==> config.mk <==
export PLATFORM = sky130hd
export DESIGN_NAME = nmac_unit
export DESIGN_NICKNAME = d
export VERILOG_FILES = /design/src/rtl/nmac_pkg.sv /design/src/rtl/nmac_half_sel.sv /design/src/rtl/nmac_mult.sv /design/src/rtl/nmac_sub_sat.sv /design/src/rtl/nmac_unit.sv
export SDC_FILE = /design/constraint.sdc
export NUM_CORES = 1
export LEC_CHECK = 0
export BUFFER_PORTS_ARGS = -buffer_cell sky130_fd_sc_hd__buf_2
export CAP_MARGIN = 25
export CORE_UTILIZATION = 45
export DETAILED_ROUTE_END_ITERATION = 10
export PLACE_DENSITY = 0.67
export SLEW_MARGIN = 20
export SYNTH_ARGS = -nofsm -noshare
export SYNTH_HDL_FRONTEND = slang
export SYNTH_SLANG_ARGS = --single-unit
==> constraint.sdc <==
create_clock -name clk -period 12.05 [get_ports clk]
set_input_delay 1.205 -clock clk [delete_from_list [all_inputs] [get_ports clk]]
set_output_delay 1.205 -clock clk [all_outputs]
set_load 0.01 [all_outputs]
==> src/rtl/nmac_pkg.sv <==
package nmac_pkg;

   localparam int MUL_ARCH_OPERATOR = 0;
   localparam int MUL_ARCH_ARRAY    = 1;

   // condition field, most significant first
   typedef struct packed {
      logic neg;
      logic pos;
      logic zero;
      logic so;
   } nmac_cr_t;

endpackage

==> src/rtl/nmac_half_sel.sv <==
module nmac_half_sel #(
   parameter int DATA_W = 32,
   parameter int HALF_W = DATA_W / 2
) (
   input  logic              hi_sel,
   input  logic [DATA_W-1:0] src_a,
   input  logic [DATA_W-1:0] src_b,
   output logic [HALF_W-1:0] half_a,
   output logic [HALF_W-1:0] half_b
);

   always_comb begin
      if (hi_sel) begin
         half_a = src_a[DATA_W-1:HALF_W];
         half_b = src_b[DATA_W-1:HALF_W];
      end else begin
         half_a = src_a[HALF_W-1:0];
         half_b = src_b[HALF_W-1:0];
      end
   end

endmodule

==> src/rtl/nmac_mult.sv <==
module nmac_mult #(
   parameter int HALF_W    = 16,
   parameter int MULT_ARCH = 1,
   localparam int PROD_W   = 2 * HALF_W
) (
   input  logic [HALF_W-1:0] half_a,
   input  logic [HALF_W-1:0] half_b,
   output logic [PROD_W-1:0] prod
);

   logic [PROD_W-1:0] ext_a;
   logic [PROD_W-1:0] ext_b;

   assign ext_a = {{HALF_W{half_a[HALF_W-1]}}, half_a};
   assign ext_b = {{HALF_W{half_b[HALF_W-1]}}, half_b};

   generate
      if (MULT_ARCH == nmac_pkg::MUL_ARCH_OPERATOR) begin : g_operator
         // low PROD_W bits of the product of sign-extended operands
         assign prod = ext_a * ext_b;
      end else begin : g_array
         logic [PROD_W-1:0] part [HALF_W];
         for (genvar i = 0; i < HALF_W; i++) begin : g_part
            assign part[i] = half_b[i] ? (ext_a << i) : '0;
         end
         always_comb begin
            logic [PROD_W-1:0] sum;
            sum = '0;
            for (int k = 0; k < HALF_W - 1; k++) begin
               sum = sum + part[k];
            end
            // the top bit of a signed multiplier has negative weight
            prod = sum - part[HALF_W-1];
         end
      end
   endgenerate

endmodule

==> src/rtl/nmac_sub_sat.sv <==
module nmac_sub_sat #(
   parameter int DATA_W = 32
) (
   input  logic              sat_en,
   input  logic [DATA_W-1:0] acc,
   input  logic [DATA_W-1:0] prod,
   output logic [DATA_W-1:0] res,
   output logic              ovf
);

   localparam logic [DATA_W-1:0] POS_LIMIT = {1'b0, {(DATA_W-1){1'b1}}};
   localparam logic [DATA_W-1:0] NEG_LIMIT = {1'b1, {(DATA_W-1){1'b0}}};

   logic [DATA_W:0] wide;

   assign wide = {acc[DATA_W-1], acc} - {prod[DATA_W-1], prod};
   assign ovf  = wide[DATA_W] ^ wide[DATA_W-1];

   always_comb begin
      if (sat_en && ovf) begin
         res = wide[DATA_W] ? NEG_LIMIT : POS_LIMIT;
      end else begin
         res = wide[DATA_W-1:0];
      end
   end

endmodule

==> src/rtl/nmac_unit.sv <==
module nmac_unit
   import nmac_pkg::*;
#(
   parameter int DATA_W    = 32,
   parameter int MULT_ARCH = MUL_ARCH_ARRAY
) (
   input  logic              clk,
   input  logic              rst,
   input  logic              in_valid,
   input  logic              hi_sel,
   input  logic              sat_en,
   input  logic              rec_en,
   input  logic              so_clr,
   input  logic [DATA_W-1:0] src_a,
   input  logic [DATA_W-1:0] src_b,
   input  logic [DATA_W-1:0] acc,
   output logic              out_valid,
   output logic [DATA_W-1:0] result,
   output logic              ovf,
   output logic              so,
   output logic [3:0]        cr_flags
);

   localparam int HALF_W = DATA_W / 2;

   // R9 elaboration-time parameter checks
   generate
      if ((DATA_W % 2) != 0 || DATA_W < 4) begin : g_bad_width
         $error("nmac_unit: DATA_W must be even and at least 4");
      end
      if (MULT_ARCH != MUL_ARCH_OPERATOR && MULT_ARCH != MUL_ARCH_ARRAY) begin : g_bad_arch
         $error("nmac_unit: MULT_ARCH must be 0 or 1");
      end
   endgenerate

   logic [HALF_W-1:0] half_a;
   logic [HALF_W-1:0] half_b;
   logic [DATA_W-1:0] prod;
   logic [DATA_W-1:0] res_c;
   logic              ovf_c;
   logic              so_next;
   nmac_cr_t          cr_next;
   nmac_cr_t          cr_q;
   logic [DATA_W-1:0] result_q;
   logic              ovf_q;
   logic              so_q;
   logic              valid_q;

   nmac_half_sel #(.DATA_W(DATA_W), .HALF_W(HALF_W)) u_sel (
      .hi_sel (hi_sel),
      .src_a  (src_a),
      .src_b  (src_b),
      .half_a (half_a),
      .half_b (half_b)
   );

   nmac_mult #(.HALF_W(HALF_W), .MULT_ARCH(MULT_ARCH)) u_mult (
      .half_a (half_a),
      .half_b (half_b),
      .prod   (prod)
   );

   nmac_sub_sat #(.DATA_W(DATA_W)) u_sub (
      .sat_en (sat_en),
      .acc    (acc),
      .prod   (prod),
      .res    (res_c),
      .ovf    (ovf_c)
   );

   // a fresh overflow outranks a clear on the same edge
   assign so_next = (so_q & ~so_clr) | (in_valid & ovf_c);

   always_comb begin
      cr_next = '0;
      if (rec_en) begin
         cr_next.neg  = res_c[DATA_W-1];
         cr_next.zero = (res_c == '0);
         cr_next.pos  = ~res_c[DATA_W-1] & (res_c != '0);
         cr_next.so   = so_next;
      end
   end

   always_ff @(posedge clk) begin
      if (rst) begin
         valid_q  <= 1'b0;
         result_q <= '0;
         ovf_q    <= 1'b0;
         so_q     <= 1'b0;
         cr_q     <= '0;
      end else begin
         valid_q <= in_valid;
         so_q    <= so_next;
         if (in_valid) begin
            result_q <= res_c;
            ovf_q    <= ovf_c;
            cr_q     <= cr_next;
         end
      end
   end

   assign out_valid = valid_q;
   assign result    = result_q;
   assign ovf       = ovf_q;
   assign so        = so_q;
   assign cr_flags  = cr_q;

endmodule

==> results.md <==
- Status: finished, final reports clean
- Initial detailed-routing violation count: 818
- Largest fanout on the critical path: 23
- Warnings from Yosys: 0
- Initial Utilization: 0.461
- CTS clk-pin slew, worst paths: 0.05 ns
- RSZ-0062 raised after global routing: no
- Worst Path Required: 12.22 ns
- Largest net degree at the start of global routing: 43
- Worst slew margin: 0.337
- Resized Gates After CTS: 0
- Synthesized net count: 2065
- Worst-Margin Slew: 0.967 ns
- CTS Hold Bufs: 0
- Dpl hpwl: 31400 µm
- EDFF count, synth: 0
- Vias in the first global route: 11648
- Post-Route WL: 37100 µm
- Setup CP Type: in2reg
- Slowest stage delay, CP: 0.64 ns
- Die Footprint: 0.0313 mm²
- Final net count: 2162
- GRT Util Overall: 0.241
- Setup bufs post-CTS: 0
- Crit path top cell by count: fa_1
- Grt ovf: 0
- Crit path capture type: flop
- CTS Root Cell: clkbuf_16
- F_max: 94.3 MHz
- FP Rows: 63
- TritonCTS clock tree: done
- Final Skew: 0.000700 ns
- Slowest stage cell, crit path: mux2i_1
- Final ANT Viol Nets: 0
- Syn_area_per_cell: 8.65 µm²
- CTS Buf Count: 5
- Max-Cap Viols: 0
- Core Box Area: 0.0299 mm²
- Fin. max-slew vios: 0
- Share of layout cells above drive strength 1: 0.132
- Clock Latency Late Sink: 0.28 ns
- Pre-antenna DRT Iters: 5
- Antenna violations before repair: 1
- Wire length per cell: 17.8 µm
- Worst Path Arrival: 10.78 ns
- Overall die height: 177 µm
- Synth Cell Area: 0.0138 mm²
- # DRC: 0
- Fillers: 2841
- Final Hold Fails: 0
- Worst setup SP type: input port
- Detailed-route via count: 11521
- HP Class: reg2reg
- Clock Sinks: 39
- Yosys cell types: 79
- Bufs on Longest Clock Path: 2
- Main synth FF type: dfxtp_1
- Vias per inst: 5.53
- Setup TNS: 0 ns
- First-pass GRT wire length: 59100 µm
- Chip width: 177 µm
- Fraction of registers with async set or reset after synthesis: 0
- Io pins: 142
- RD Place Congestion: 0.926
- Area growth, synth to finish: 8.21%
- Final setup viols: 0
- IO buf count: 141
- Cells after synthesis: 1593
- Final Cycle Share: 0.880
- Tmin final: 10.61 ns
- Register area share after synthesis: 0.0567
- H-tree levels: 2
- Seq cells post-synth: 39
-- kinds of logic after synthesis --
group / share of synthesized area
muxes: 0.0489
buffers and inverters: 0.0915
and+or+nand+nor: 0.173
adders and majority gates: 0.481
DFF: 0.0567
AOI/OAI and AO/OA: 0.120
xor gates and xnor gates: 0.0286
-- sequential cells by signal (all words and copies together) (netlist names) --
| register | flops |
|---|---|
| result | 32 |
| ovf | 1 |
| out_valid | 1 |
| so | 1 |
| cr_flags | 4 |
-- cell usage after synthesis, types with 4 or more instances --
| library cell | n | area share |
|---|---|---|
| xnor2_1 | 28 | 0.018 |
| a211oi_2 | 4 | 0.0036 |
| o211ai_1 | 10 | 0.0054 |
| a2111oi_0 | 4 | 0.0025 |
| or3_1 | 8 | 0.0036 |
| nor2b_1 | 10 | 0.0045 |
| and2_1 | 18 | 0.0082 |
| o21ai_0 | 21 | 0.0076 |
| nand2b_1 | 20 | 0.0091 |
| mux2_2 | 35 | 0.029 |
| o31ai_1 | 4 | 0.0022 |
| o21a_1 | 9 | 0.0049 |
| fa_1 | 268 | 0.39 |
| and4_1 | 4 | 0.0025 |
| nor4_1 | 4 | 0.0018 |
| o21ai_1 | 9 | 0.0033 |
| nand4_1 | 11 | 0.0050 |
| nor3_1 | 16 | 0.0058 |
| a311oi_1 | 7 | 0.0044 |
| ha_1 | 101 | 0.092 |
| and3_1 | 10 | 0.0045 |
| buf_4 | 5 | 0.0027 |
| nand3_1 | 16 | 0.0058 |
| nor2_1 | 142 | 0.039 |
| o21bai_1 | 6 | 0.0033 |
| a211oi_1 | 41 | 0.022 |
| a21o_1 | 22 | 0.012 |
| xor2_1 | 17 | 0.011 |
| inv_1 | 265 | 0.072 |
| a211o_1 | 5 | 0.0032 |
| mux2i_1 | 28 | 0.020 |
| dfxtp_1 | 39 | 0.057 |
| a31oi_1 | 5 | 0.0023 |
| a21oi_1 | 45 | 0.016 |
| o211a_1 | 4 | 0.0029 |
| clkbuf_1 | 40 | 0.011 |
| nand2_1 | 237 | 0.065 |
| a21oi_2 | 4 | 0.0025 |
| buf_2 | 9 | 0.0033 |
-- metal layers --
metal / up-vias / track usage / share of wire
met5: - / 0 / 0
met1: 5783 / 0.317 / 0.41
met4: 0 / 0.0593 / 0.023
met2: 341 / 0.418 / 0.51
met3: 63 / 0.0318 / 0.057
li1: 5334 / - / -
-- per-stage QoR --
stage | hold slack (ns) | cells | util | cell area (µm²) | worst slack [ns]
final | 0.481 | 2082 | 0.499 | 14900 | 1.44
after global routing | 0.500 | 2082 | 0.499 | 14900 | 0.922
after CTS | 0.478 | 2081 | 0.499 | 14900 | 1.48
after floorplan | 0.495 | 1593 | - | 13800 | 1.92
after global placement | 0.456 | 2073 | 0.494 | 14800 | 1.45
after detailed placement | 0.468 | 2073 | 0.494 | 14800 | 1.21
-- path summary, 6_finish.rpt --
kind	endpoint	depth (start not counted)	startpoint	slack, ns
setup / recovery	cr_flags[2]	32	hi_sel	1.44
hold / removal	ovf	2	ovf	0.48
setup reg to reg	cr_flags[1]	2	cr_flags[1]	11.13
hold reg to reg	ovf	2	ovf	0.48
-- cell type report --
class / count / area (µm²) / share of cell area
Multi-Input combinational cell: 1230 / 11700 / 0.788
Clock buffer: 7 / 133 / 0.00890
Inverter: 266 / 998 / 0.0670
Sequential cell: 39 / 781 / 0.0524
Antenna cell: 1 / 2.50 / 0.000168
Timing Repair Buffer: 148 / 758 / 0.0509
Clock inverter: 1 / 5.00 / 0.000336
Tap cell: 390 / 488 / 0.0327
-- critical path: cells and delay by family --
kind                       cells  cell delay (ns)
adders and majority gates      8             3.74
AOI/OAI and AO/OA             11             2.33
and+or+nand+nor                7             2.01
buffers and inverters          4             0.67
muxes                          1             0.64
xor gates and xnor gates       1             0.18
-- cell usage in the layout (no fill, tap or decap), drive strengths merged, types with 9 or more instances in the layout --
master  synthesis  routed
nand2         238     238
and2           20      20
xnor2          28      28
inv           266     266
a21o           22      22
mux2           35      35
nand3          17      17
and3           10      10
dfxtp          39      39
nor2          142     142
nand4          11      11
ha            101     101
fa            268     268
nor2b          10      10
o211ai         11      11
xor2           17      17
a21oi          51      51
nand2b         20      20
o21a            9       9
or3             9       9
buf            18     148
o21ai          32      32
a211oi         45      45
mux2i          28      28
nor3           16      16
Power is left out: the tool's default activity adds up to more than one toggle a clock period on the data nets, which glitch-free logic cannot reach.
